--- config.mk ---
export PLATFORM = sky130hd
export DESIGN_NAME = mhb_bridge
export DESIGN_NICKNAME = d
export VERILOG_FILES = /design/src/rtl/mhb_pkg.sv /design/src/rtl/mhb_seq.sv /design/src/rtl/mhb_wbm.sv /design/src/rtl/mhb_rdret.sv /design/src/rtl/mhb_bridge.sv
export SDC_FILE = /design/constraint.sdc
export NUM_CORES = 1
export LEC_CHECK = 0
export BUFFER_PORTS_ARGS = -buffer_cell sky130_fd_sc_hd__buf_2
export CAP_MARGIN = 0
export CORE_ASPECT_RATIO = 1.25
export CORE_MARGIN = 3
export CORE_UTILIZATION = 40
export DETAILED_ROUTE_END_ITERATION = 6
export PLACE_DENSITY = 0.66
export SLEW_MARGIN = 20
export SYNTH_ARGS = -nofsm -noshare
export SYNTH_HDL_FRONTEND = slang
export SYNTH_HIERARCHICAL = 1
export SYNTH_SLANG_ARGS = --single-unit
export TNS_END_PERCENT = 1
--- constraint.sdc ---
create_clock -name clk -period 4.1 [get_ports clk]
set_input_delay 0.205 -clock clk [delete_from_list [all_inputs] [get_ports clk]]
set_output_delay 0.205 -clock clk [all_outputs]
set_load 0.1 [all_outputs]
--- src/rtl/mhb_pkg.sv ---
package mhb_pkg;

  typedef enum logic [1:0] {
    ST_IDLE,   // waiting for an address strobe
    ST_ADDR,   // address held, direction not yet known
    ST_BUS,    // Wishbone cycle in flight
    ST_TAIL    // cycle finished, waiting for chip select release
  } mhb_state_e;

  // edges_done: data-phase edges already counted before this edge (edge k holds k-1).
  // Read data must be registered no later than edge ws-1 to be on the lines at edge ws.
  function automatic logic ack_in_window(input int unsigned edges_done, input int unsigned ws);
    return (edges_done + 1) < ws;
  endfunction

endpackage

--- src/rtl/mhb_seq.sv ---
module mhb_seq
  import mhb_pkg::*;
#(
  parameter int WS = 4,
  localparam int CW = $clog2(WS + 2)
) (
  input  logic clk,
  input  logic rst,
  input  logic adv_n,
  input  logic cs_n,
  input  logic ack,
  output logic cyc,
  output logic ev_addr,
  output logic ev_start,
  output logic rd_ok,
  output logic data_phase
);

  localparam logic [CW-1:0] CMAX = CW'(WS + 1);

  mhb_state_e    st;
  logic [CW-1:0] cnt;
  logic          ev_ack;
  logic          ev_drop;

  assign ev_addr    = (st == ST_IDLE) && !adv_n;
  assign ev_start   = (st == ST_ADDR) && !cs_n;
  assign cyc        = (st == ST_BUS);
  assign ev_ack     = cyc && ack;
  assign ev_drop    = cyc && !ack && cs_n;
  assign rd_ok      = ev_ack && ack_in_window(32'(cnt), 32'(WS));
  assign data_phase = (st == ST_BUS) || (st == ST_TAIL);

  always_ff @(posedge clk) begin
    if (rst) begin
      st  <= ST_IDLE;
      cnt <= '0;
    end else begin
      if (data_phase && !cs_n && cnt < CMAX) cnt <= cnt + 1'b1;
      case (st)
        ST_IDLE: if (ev_addr) st <= ST_ADDR;
        ST_ADDR: begin
          if (!cs_n) begin
            st  <= ST_BUS;
            cnt <= CW'(1);
          end else begin
            st <= ST_IDLE;
          end
        end
        ST_BUS: begin
          if (ev_ack)       st <= cs_n ? ST_IDLE : ST_TAIL;
          else if (ev_drop) st <= ST_IDLE;
        end
        ST_TAIL: if (cs_n) st <= ST_IDLE;
        default: st <= ST_IDLE;
      endcase
    end
  end

  AST_CYC_HOLD: assert property (@(posedge clk) disable iff (rst)
    cyc && !ack && !cs_n |=> cyc);

  AST_DROP_ON_RELEASE: assert property (@(posedge clk) disable iff (rst)
    cyc && !ack && cs_n |=> !cyc);

endmodule

--- src/rtl/mhb_wbm.sv ---
module mhb_wbm #(
  parameter int DW = 16
) (
  input  logic          clk,
  input  logic          rst,
  input  logic          ev_addr,
  input  logic          ev_start,
  input  logic          cyc,
  input  logic          ack,
  input  logic          cs_n,
  input  logic          dir,
  input  logic [DW-1:0] ad_i,
  output logic [DW-1:0] adr_q,
  output logic          we_q,
  output logic [DW-1:0] dat_q
);

  always_ff @(posedge clk) begin
    if (rst) begin
      adr_q <= '0;
      we_q  <= 1'b0;
      dat_q <= '0;
    end else begin
      if (ev_addr) adr_q <= ad_i;
      if (ev_start) begin
        we_q <= dir;
        if (dir) dat_q <= ad_i;
      end
    end
  end

  AST_ADDR_LATCH: assert property (@(posedge clk) disable iff (rst)
    ev_addr |=> adr_q == $past(ad_i));

  AST_WE_FROM_DIR: assert property (@(posedge clk) disable iff (rst)
    $rose(cyc) |-> we_q == $past(dir));

  AST_HOLD_STABLE: assert property (@(posedge clk) disable iff (rst)
    cyc && !ack && !cs_n |=> $stable(adr_q) && $stable(we_q) && $stable(dat_q));

endmodule

--- src/rtl/mhb_rdret.sv ---
module mhb_rdret #(
  parameter int          DW   = 16,
  parameter logic [DW-1:0] FILL = '0
) (
  input  logic          clk,
  input  logic          rst,
  input  logic          ev_addr,
  input  logic          rd_ok,
  input  logic          we_q,
  input  logic          data_phase,
  input  logic          cs_n,
  input  logic          dir,
  input  logic [DW-1:0] rdat,
  output logic [DW-1:0] ad_o,
  output logic          oe
);

  logic [DW-1:0] rd_q;

  always_ff @(posedge clk) begin
    if (rst)                 rd_q <= FILL;
    else if (ev_addr)        rd_q <= FILL;
    else if (rd_ok && !we_q) rd_q <= rdat;
  end

  assign ad_o = rd_q;
  assign oe   = data_phase && !we_q && !cs_n && !dir;

  AST_OE_GUARD: assert property (@(posedge clk) disable iff (rst)
    oe |-> !cs_n && !dir && !we_q);

endmodule

--- src/rtl/mhb_bridge.sv ---
module mhb_bridge #(
  parameter int            DW          = 16,
  parameter int            WAIT_STATES = 4,
  parameter logic [DW-1:0] FILL        = '0
) (
  input  logic          clk,
  input  logic          rst,
  input  logic          bus_adv_n,
  input  logic          bus_cs_n,
  input  logic          bus_dir,
  input  logic [DW-1:0] bus_ad_i,
  output logic [DW-1:0] bus_ad_o,
  output logic          bus_ad_oe,
  output logic          wb_cyc_o,
  output logic          wb_stb_o,
  output logic          wb_we_o,
  output logic [DW-1:0] wb_adr_o,
  output logic [DW-1:0] wb_dat_o,
  input  logic [DW-1:0] wb_dat_i,
  input  logic          wb_ack_i
);

  logic ev_addr, ev_start, rd_ok, data_phase, cyc;

  mhb_seq #(.WS(WAIT_STATES)) u_seq (
    .clk, .rst,
    .adv_n(bus_adv_n), .cs_n(bus_cs_n), .ack(wb_ack_i),
    .cyc, .ev_addr, .ev_start, .rd_ok, .data_phase
  );

  mhb_wbm #(.DW(DW)) u_wbm (
    .clk, .rst, .ev_addr, .ev_start, .cyc,
    .ack(wb_ack_i), .cs_n(bus_cs_n), .dir(bus_dir), .ad_i(bus_ad_i),
    .adr_q(wb_adr_o), .we_q(wb_we_o), .dat_q(wb_dat_o)
  );

  mhb_rdret #(.DW(DW), .FILL(FILL)) u_rdret (
    .clk, .rst, .ev_addr, .rd_ok, .we_q(wb_we_o), .data_phase,
    .cs_n(bus_cs_n), .dir(bus_dir), .rdat(wb_dat_i),
    .ad_o(bus_ad_o), .oe(bus_ad_oe)
  );

  assign wb_cyc_o = cyc;
  assign wb_stb_o = cyc;

endmodule

# After elaboration in Yosys (flattened, before gate mapping)
# Cells that the tools add are included.
# word_totals
output_inout_bits,52
inputBits,38
reg_bits,54
# classes
eq_ne,6
addsub,2
n_mux,10
reduce_logical,22
order_cmp,2
# ops
operator,n
$lt 32x3->1 const B,1
$logic_and 1x1->1,12
$mux 2,6
$mux 3,3
$pmux 2 s4,1
$logic_not 1->1,5
$add 3x1->4 const B,1
$eq 2x2->1 const B,2
$ne 2x2->1 const B,2
$add 3x1->3 const B,1
$lt 3x3->1 const B,1
$ne 3x3->1 const B,1
$reduce_and 3->1,1
$eq 2x1->1 const B,1
$logic_not 2->1,1
$reduce_and 2->1,1
$reduce_or 2->1,1
$logic_or 1x1->1,1

# Logic depth before layout (Yosys ltp)
# Gate-level depths: netlist of the first run.
# depth
depth_word,7
mapped_depth,9
ltp_nobuf,7

# By module
# The synthesis of the first run kept the hierarchy.
# by_module_without_submodules
module,area_each_um2,seq_area_each_um2,n_inst,cells_per_inst
mhb_wbm,1376.3,660.6,1,129
mhb_rdret,683.2,320.3,1,74
mhb_seq,285.3,100.1,1,32
mhb_bridge,7.5,0.0,1,1

# Least setup slack after synthesis of the first run
# No wires, ideal clock.
# synth_timing
path_kind,reg-to-output
start,register u_wbm.we_q
end,output bus_ad_oe
setup_slack_ns,-0.041
stages_incl_launch_ff,2
arrival_time_ns,3.936
cell_sequence,dfxtp_1 nor4b_1
# synth_between
elab_chain_cells,4
# synth_lines
element,line,rtl
from (decl),mhb_wbm.sv:14,"output logic we_q,"
from (signal assigned),mhb_wbm.sv:26,we_q <= dir;
$logic_not 1->1,mhb_rdret.sv:27,assign oe = data_phase && !we_q && !cs_n && !dir;
$logic_and 1x1->1 (3 in series),mhb_rdret.sv:27,
to (decl),mhb_bridge.sv:13,"output logic bus_ad_oe,"
# No other way between the ends.

# Final worst setup path of the first run
# layout_timing
start,register u_seq.cnt[0]
end,register u_rdret.rd_q[13] (netlist: u_rdret/ad_o[13])
# layout_between
elab_chain_cells,4
# layout_lines
element,line,rtl
from (decl),mhb_seq.sv:22,logic [CW-1:0] cnt;
from (signal assigned),mhb_seq.sv:39,if (data_phase && !cs_n && cnt < CMAX) cnt <= cnt + 1'b1;
$add 3x1->4,mhb_pkg.sv:13,return (edges_done + 1) < ws;
$lt 32x3->1,mhb_pkg.sv:13,
$logic_and 1x1->1,mhb_seq.sv:31,"assign rd_ok = ev_ack && ack_in_window(32'(cnt), 32'(WS));"
named net rd_ok,mhb_bridge.sv:23,"logic ev_addr, ev_start, rd_ok, data_phase, cyc;"
$logic_and 1x1->1,mhb_rdret.sv:23,else if (rd_ok && !we_q) rd_q <= rdat;
to (signal assigned),mhb_rdret.sv:23,
to (decl),mhb_rdret.sv:18,logic [DW-1:0] rd_q;
# The timed path passes the listed nets, and every way through them passes these cells.
# A chain may end at the register's enable or synchronous reset.

==> results of run 1 <==
-- routing by layer --
layer | vias up | wire length [um] | track usage, %
li1 | 949 | - | -
met1 | 852 | 2260 | 18.5
met2 | 59 | 2270 | 23.4
met3 | 5 | 304 | 3.51
met4 | 0 | 62 | 4.60
met5 | - | 0 | 0
-- cells in the final DEF, fill, tap and decap left out, types with 3 or more instances in the layout --
cell type | synthesis | routed
sky130_fd_sc_hd__a21oi_1 | 12 | 12
sky130_fd_sc_hd__nor2_1 | 21 | 21
sky130_fd_sc_hd__nand2_1 | 25 | 25
sky130_fd_sc_hd__clkbuf_8 | 0 | 5
sky130_fd_sc_hd__nand3_1 | 17 | 17
sky130_fd_sc_hd__buf_2 | 6 | 89
sky130_fd_sc_hd__dfxtp_1 | 54 | 54
sky130_fd_sc_hd__nand2_2 | 10 | 10
sky130_fd_sc_hd__a21bo_2 | 3 | 3
sky130_fd_sc_hd__a21bo_1 | 14 | 14
sky130_fd_sc_hd__buf_4 | 2 | 3
sky130_fd_sc_hd__mux2i_1 | 17 | 17
sky130_fd_sc_hd__a21oi_2 | 23 | 23
-- kinds of logic after synthesis --
family / count (synthesis) / synth area share [%]
simple gates: 85 / 17.5
compound gates: 56 / 20.3
flops: 54 / 46.0
buf+inv: 23 / 8.51
mux: 17 / 7.23
fa+ha+maj: 1 / 0.532
-- stage by stage --
| stage | cells | hold WS, ns | util, % |
|---|---|---|---|
| 3_5_place_dp | 370 | 0.444 | 49.0 |
| 2_1_floorplan | 236 | 0.273 | - |
| 5_1_grt | 377 | 0.129 | 50.5 |
| 3_3_place_gp | 370 | 0.439 | 49.0 |
| 4_1_cts | 377 | 0.126 | 50.4 |
| 6_report | 377 | 0.140 | 50.5 |
-- path summary, 6_finish.rpt --
| path | from | endpoint | slack [ns] | cells past startpoint |
|---|---|---|---|---|
| worst max register to register | u_seq/cnt[0] | u_rdret/ad_o[13] | 2.13 | 7 |
| worst min-delay path | wb_dat_i[11] | u_rdret/ad_o[11] | 0.14 | 3 |
| worst max-delay path | u_seq/cnt[0] | u_rdret/ad_o[13] | 2.13 | 7 |
| worst min register to register | u_rdret/ad_o[11] | u_rdret/ad_o[11] | 0.46 | 2 |
-- layout make-up --
cell class | count | area [um2]
Fill cell | 545 | 2750
Multi-Input combinational cell | 159 | 1090
Sequential cell | 54 | 1080
Timing Repair Buffer | 92 | 468
Tap cell | 64 | 80.1
Clock buffer | 6 | 72.6
Clock inverter | 1 | 7.51
Inverter | 1 | 3.75
-- worst min-delay path, cell delays in order --
cell and delay [ns]:
sky130_fd_sc_hd__buf_2 0.09, sky130_fd_sc_hd__nand2_1 0.05, sky130_fd_sc_hd__a21oi_1 0.05
-- power by group through the flow --
| stage | combinational [mW] | clock, mW | sequential [mW] |
|---|---|---|---|
| floorplan | 0.0780 | 0 | 0.670 |
| global placement | 0.222 | 0 | 0.563 |
| detailed placement | 0.223 | 0 | 0.563 |
| CTS | 0.223 | 0.294 | 0.551 |
| global route | 0.234 | 0.314 | 0.554 |
| finish | 0.221 | 0.279 | 0.551 |
-- sequential cells by signal (all words and copies together), names as in the netlist, named ones only --
name and cells:
u_wbm/we_q 1, u_rdret/ad_o 16, u_seq/cnt 1, u_wbm/dat_q 16, u_wbm/adr_q 16, u_seq/st 2
==> summary.md, run 1 <==
| Metric | Value |
|---|---|
| Post-Synthesis Net Count | `275` |
| Starting Density | `a little over two fifths` |
| Worst Setup Slack post-DPL | `1.88 ns` |
| Remaining max-slew budget at the tightest pin | `around 46%` |
| CTS max path bufs | `2` |
| Number of enable-type register cells in the synthesized netlist | `0` |
| Number of global-route vias before repair | `roughly 1700` |
| Share of flip-flops with an asynchronous set or reset | `0%` |
| DR pass1 iterations | `5` |
| Mapped Avg Cell Area | `about 10 um2` |
| Vias after detailed routing | `1865` |
| Cell types with the largest area share after synthesis | `sky130_fd_sc_hd__dfxtp_1 (46%), sky130_fd_sc_hd__a21oi_2 (8.6%), sky130_fd_sc_hd__mux2i_1 (7.2%)` |
| Most common cell in the netlist | `sky130_fd_sc_hd__dfxtp_1` |
| Final worst path period share | `a little under half` |
| Maximum clock frequency | `508 MHz` |
| Arrival time of the worst setup path | `between 2 and 2.5 ns` |
| Path category of the worst min-delay check | `input pin to register` |
| Floorplan row count | `30` |
| Resize count post-CTS | `0` |
| Cells after Synth | `approximately 240` |
| Flops & latches, synth | `54` |
| Routed wire per std cell | `13.0 um` |
| Post-synth top area share | `approximately 46%` |
| I/O pin count | `90` |
| Post-DP Area | `2720 um2` |
| RSZ-0062 raised after global routing | `false` |
| Wire length of the first global-routing pass | `between 7 and 8 mm` |
| Die height | `about 92 um` |
| Port buffer count | `89` |
| PD cells | `around 380 nW/um2` |
| Net switching power | `around 0.34 mW` |
| Aggregate negative setup slack | `0 ns` |
| Count of buffer and inverter cells on the critical path | `0` |
| Number of max-cap violations | `0` |
| Logic pwr share | `a little over a fifth` |
| Area of the mapped netlist | `roughly 2400 um2` |
| Global-route usage over all layers | `approximately 14%` |
| Setup repair bufs after CTS | `0` |
| Synthesis-to-finish area growth | `19.2%` |
| Crit path max-delay family | `simple AND/OR/NAND/NOR gates` |
| DP HPWL | `between 3 and 4 mm` |
| Total internal power | `about 0.7 mW` |
| Switching Share | `32.7%` |
| Shortest clock period the worst path allows after layout | `1.97 ns` |
| Clock tree from TritonCTS | `built` |
| Total CTS buffers | `5` |
| Setup violators final | `0` |
| Total power after layout | `roughly 1.1 mW` |
| Hold-fix buffers, CTS | `0` |
| Setup CP Type | `register to register` |
| Level count of the clock H-tree | `2` |
| Most area-hungry cell type in the Yosys netlist | `sky130_fd_sc_hd__dfxtp_1` |
| Flop pwr share | `between 50 and 60%` |
| Hold violation total from the final report | `0` |
| Initial antenna violation count | `0` |
| Die outline area | `just under 7000 um2` |
| Slew of the pin with the lowest slew margin | `~0.8 ns` |
| Clock sink count | `between 50 and 60` |
| Critical-path cell with the highest stage delay | `sky130_fd_sc_hd__dfxtp_1` |
| Delay of the slowest cell on the worst path | `0.46 ns` |
| Standard cell core area | `5560 um2` |
| Required @ worst endpoint | `approximately 4.3 ns` |
| Detailed Route Iter0 Violations | `74` |
| Per-cell via count in the routed design | `4.95` |
| Number of DRC violations after detailed routing | `0` |
| Ys Warns | `6` |
| Antenna violation net count after detailed routing | `0` |
| Setup slack after layout | `~2.1 ns` |
| CP endpoint kind | `register` |
| Final Wtd Congestion | `~0.68` |
| Die width | `between 70 and 80 um` |
| Primary flip-flop cell chosen by synthesis mapping | `sky130_fd_sc_hd__dfxtp_1` |
| Clock latency on the worst-skew pair | `approximately 0.3 ns` |
| Fraction of layout cells with a size suffix above 1 | `~45%` |
| Pin count of the biggest net entering global routing | `40` |
| Biggest fanout along the worst timing path | `16` |
| Portion of the post-synthesis area used by sequential elements | `a little under half` |
| Kind of launch point of the worst setup path | `register` |
| Final design area excluding fillers | `between 2000 and 3000 um2` |
| Total detailed-routing wirelength | `~5 mm` |
| Cell chain of the critical path | `ha_1 -> nand2_1 -> a21oi_1 -> o211a_1 -> nand2b_1 -> nand2_2 -> a21oi_2` |
| Final #Nets | `between 300 and 400` |
| Pins over their slew limit | `0` |
| Outcome | `complete, no violations` |
| Worst setup skew after layout | `about 0.0037 ns` |
| Overflow after GRT | `0` |
| Antenna diode count | `0` |
| Root cell of the clock tree | `sky130_fd_sc_hd__clkbuf_8` |
| Peak supply drop | `around 0.27 mV` |
| Number of library cell types mapped by synthesis | `31` |
| Pleak | `roughly 1.2 nW` |
| Leading cell types by count after synthesis | `sky130_fd_sc_hd__dfxtp_1 (54), sky130_fd_sc_hd__nand2_1 (25), sky130_fd_sc_hd__a21oi_2 (23), sky130_fd_sc_hd__nor2_1 (21)` |
| Clock Power Share | `a little over a quarter` |
| Clock slew at the register clock pins of the worst setup and hold paths | `about 0.090 ns` |
Note: power is estimated with default switching activity, not from simulation.
==> inputs of run 2 (changes only) <==
--- a/config.mk
+++ b/config.mk
@@ -11,7 +11,7 @@
 export CORE_MARGIN = 3
 export CORE_UTILIZATION = 40
 export DETAILED_ROUTE_END_ITERATION = 6
-export PLACE_DENSITY = 0.66
+export PLACE_DENSITY = 0.69
 export SLEW_MARGIN = 20
 export SYNTH_ARGS = -nofsm -noshare
 export SYNTH_HDL_FRONTEND = slang
==> constraint.sdc (replaced) <==
create_clock -name clk -period 1.6 [get_ports clk]
set_input_delay 0.08 -clock clk [delete_from_list [all_inputs] [get_ports clk]]
set_output_delay 0.08 -clock clk [all_outputs]
set_load 0.1 [all_outputs]
==> run 2 against run 1 <==
Net effect:
- sequential share of layout area shrank 2.2 points
- clock skew shrank 0.0015 ns
- core utilization grew 3.4 points
- die area is the same
- cell count grew 2.9%
- power grew to 2.6 times the previous value
==> summary.md, run 2 (synthesis gave the netlist of run 1 again) <==
| Metric | Value |
|---|---|
| Outcome | `complete, no violations (unchanged)` |
| Number of max-cap violations | `0 (unchanged)` |
| Net switching power | `0.888 mW (was 0.344 mW)` |
| Path category of the worst min-delay check | `input pin to register (unchanged)` |
| Flop pwr share | `50.8% (was 52.4%)` |
| CTS max path bufs | `2 (unchanged)` |
| Routed wire per std cell | `13.6 um (was 13.0 um)` |
| Switching Share | `31.9% (was 32.7%)` |
| Cell chain of the critical path | `ha_4 -> nand2_1 -> a21oi_1 -> o211a_1 -> nor2b_4 -> buf_4 -> nand2_1 -> a21oi_2 (was ha_1 -> nand2_1 -> a21oi_1 -> o211a_1 -> nand2b_1 -> nand2_2 -> a21oi_2)` |
| Clock Power Share | `27.4% (was 26.6%)` |
| Number of DRC violations after detailed routing | `0 (unchanged)` |
| Final worst path period share | `95.0% (was 48.0%)` |
| PD cells | `930 nW/um2 (was 375 nW/um2)` |
| Number of global-route vias before repair | `1823 (was 1655)` |
| Critical-path cell with the highest stage delay | `sky130_fd_sc_hd__dfxtp_2 (was sky130_fd_sc_hd__dfxtp_1)` |
| Cell repeated most along the worst path | `sky130_fd_sc_hd__nand2_1` |
| Clock latency on the worst-skew pair | `0.29 ns (was 0.30 ns)` |
| Clock slew at the register clock pins of the worst setup and hold paths | `0.09 ns (about the same)` |
| Clock sink count | `54 (unchanged)` |
| Die height | `91.7 um (unchanged)` |
| Slew of the pin with the lowest slew margin | `0.517 ns (was 0.813 ns)` |
| Delay of the slowest cell on the worst path | `0.36 ns (was 0.46 ns)` |
| Aggregate negative setup slack | `0 ns (unchanged)` |
| Antenna violation net count after detailed routing | `0 (unchanged)` |
| Starting Density | `42.3% (unchanged)` |
| Shortest clock period the worst path allows after layout | `1.52 ns (was 1.97 ns)` |
| Final Wtd Congestion | `0.710 (was 0.682)` |
| Maximum clock frequency | `658 MHz (was 508 MHz)` |
| Wire length of the first global-routing pass | `8.51 mm (was 7.89 mm)` |
| Standard cell core area | `5560 um2 (unchanged)` |
| Global-route usage over all layers | `15.3% (was 14.4%)` |
| I/O pin count | `90 (unchanged)` |
| Layer with the highest usage after global routing | `met2 (unchanged)` |
| Post-DP Area | `2840 um2 (was 2720 um2)` |
| DP HPWL | `3.62 mm (was 3.37 mm)` |
| Met1 routing resource usage after global routing | `19.2% (was 18.5%)` |
| CP endpoint kind | `register (unchanged)` |
| Synthesis-to-finish area growth | `27.1% (was 19.2%)` |
| Floorplan row count | `30 (unchanged)` |
| Pins over their slew limit | `0 (unchanged)` |
| Commonest cells after routing, fill and taps aside | `sky130_fd_sc_hd__buf_2 (89), sky130_fd_sc_hd__dfxtp_1 (50), sky130_fd_sc_hd__nand2_1 (25) (was sky130_fd_sc_hd__buf_2 (89), sky130_fd_sc_hd__dfxtp_1 (54), sky130_fd_sc_hd__nand2_1 (25))` |
| Worst Setup Slack post-DPL | `0.0862 ns (was 1.88 ns)` |
| Detailed Route Iter0 Violations | `53 (was 74)` |
| Utilization after layout | `53.8% (was 50.5%)` |
| Filler cell count | `516 (was 545)` |
| Met2 track demand over resource in global routing | `25.4% (was 23.4%)` |
| Setup violators final | `0 (unchanged)` |
| Final #Nets | `362 (was 352)` |
| Fraction of layout cells with a size suffix above 1 | `47.8% (was 45.0%)` |
| Kind of launch point of the worst setup path | `register (unchanged)` |
| DR pass1 iterations | `4 (was 5)` |
| Pin count of the biggest net entering global routing | `37 (was 40)` |
| Logic pwr share | `21.8% (was 21.0%)` |
| Met3 demand-to-capacity share in global routing | `3.73% (was 3.51%)` |
| Port buffer count | `89 (unchanged)` |
| Leading cell type in the layout, fill and taps excluded | `sky130_fd_sc_hd__buf_2 (unchanged)` |
| Setup CP Type | `register to register (unchanged)` |
| Worst setup skew after layout | `0.00228 ns (was 0.00374 ns)` |
| Initial antenna violation count | `0 (unchanged)` |
| Pleak | `1.29 nW (was 1.22 nW)` |
| Hold violation total from the final report | `0 (unchanged)` |
| Final design area excluding fillers | `2990 um2 (was 2800 um2)` |
| Total detailed-routing wirelength | `5.29 mm (was 4.90 mm)` |
| Root cell of the clock tree | `sky130_fd_sc_hd__clkbuf_8 (unchanged)` |
| Biggest fanout along the worst timing path | `8 (was 16)` |
| Antenna diode count | `0 (unchanged)` |
| Peak supply drop | `0.541 mV (was 0.267 mV)` |
| Overflow after GRT | `0 (unchanged)` |
| Level count of the clock H-tree | `2 (unchanged)` |
| Die outline area | `6840 um2 (unchanged)` |
| Remaining max-slew budget at the tightest pin | `65.8% (was 45.8%)` |
| Required @ worst endpoint | `1.84 ns (was 4.26 ns)` |
| Total CTS buffers | `5 (unchanged)` |
| Total internal power | `1.89 mW (was 0.708 mW)` |
| Die width | `74.6 um (unchanged)` |
| Clock tree from TritonCTS | `built (unchanged)` |
| Arrival time of the worst setup path | `1.76 ns (was 2.13 ns)` |
| Vias after detailed routing | `1924 (was 1865)` |
| Setup slack after layout | `0.0798 ns (was 2.13 ns)` |
| Per-cell via count in the routed design | `4.96 (was 4.95)` |
[run 2: cell count changes in the layout (fill, tap and decap cells not counted), sizes merged]
cell and change:
clkinvlp -1, clkbuf +1, dlygate4sd3 +3, clkinv +1, buf +7
[run 2: cell type report]
cell class                      count  area, um2  share of cell area, %
Clock inverter                      1       5.00                  0.167
Tap cell                           64       80.1                   2.68
Inverter                            1       3.75                  0.126
Clock buffer                        7       86.3                   2.89
Timing Repair Buffer              102        604                   20.2
Sequential cell                    54       1090                   36.3
Multi-Input combinational cell    159       1120                   37.6
[run 2: critical path, delay by kind of cell (launching register included)]
| kind | cells | cell delay (ns) |
|---|---|---|
| compound gates | 3 | 0.47 |
| buf+inv | 1 | 0.18 |
| flops | 1 | 0.36 |
| simple gates | 3 | 0.31 |
| fa+ha+maj | 1 | 0.15 |
[run 2: final timing paths]
kind                                       start               end  cells past startpoint  slack, ns
worst max-delay path                u_seq/cnt[0]   u_rdret/ad_o[2]                      8       0.08
worst min register to register  u_rdret/ad_o[15]  u_rdret/ad_o[15]                      2       0.45
worst max register to register      u_seq/cnt[0]   u_rdret/ad_o[2]                      8       0.08
worst min-delay path                 wb_dat_i[0]   u_rdret/ad_o[0]                      3       0.02
[run 2: metal layers]
layer	share of wire [%]	up-vias
met5	0	-
met4	1.2	0
met3	7.1	6
met2	49	61
met1	43	888
li1	-	969
[run 2: repair_timing]
action | 4_1_cts | 5_1_grt
hold buffers | 3 | 0
setup buffers | 0 | 0
setup endpoints to repair | 0 | 16
endpoints found under the hold margin | 3 | 0
gates resized for setup | 0 | 9
[run 2: power groups by stage]
stage	registers, mW	logic (mW)	clock network (mW)
6_report	1.41	0.607	0.761
5_1_grt	1.42	0.640	0.852
4_1_cts	1.41	0.609	0.808
3_5_place_dp	1.44	0.602	0
3_3_place_gp	1.44	0.598	0
2_1_floorplan	1.72	0.202	0
[run 2: stage by stage]
step | cells | hold WS, ns | power (mW)
after global placement | 376 | 0.323 | 2.04
after detailed placement | 376 | 0.325 | 2.04
final | 388 | 0.0169 | 2.78
after CTS | 387 | 0.00213 | 2.83
after floorplan | 236 | 0.148 | 1.92
after global routing | 388 | 0.00148 | 2.91
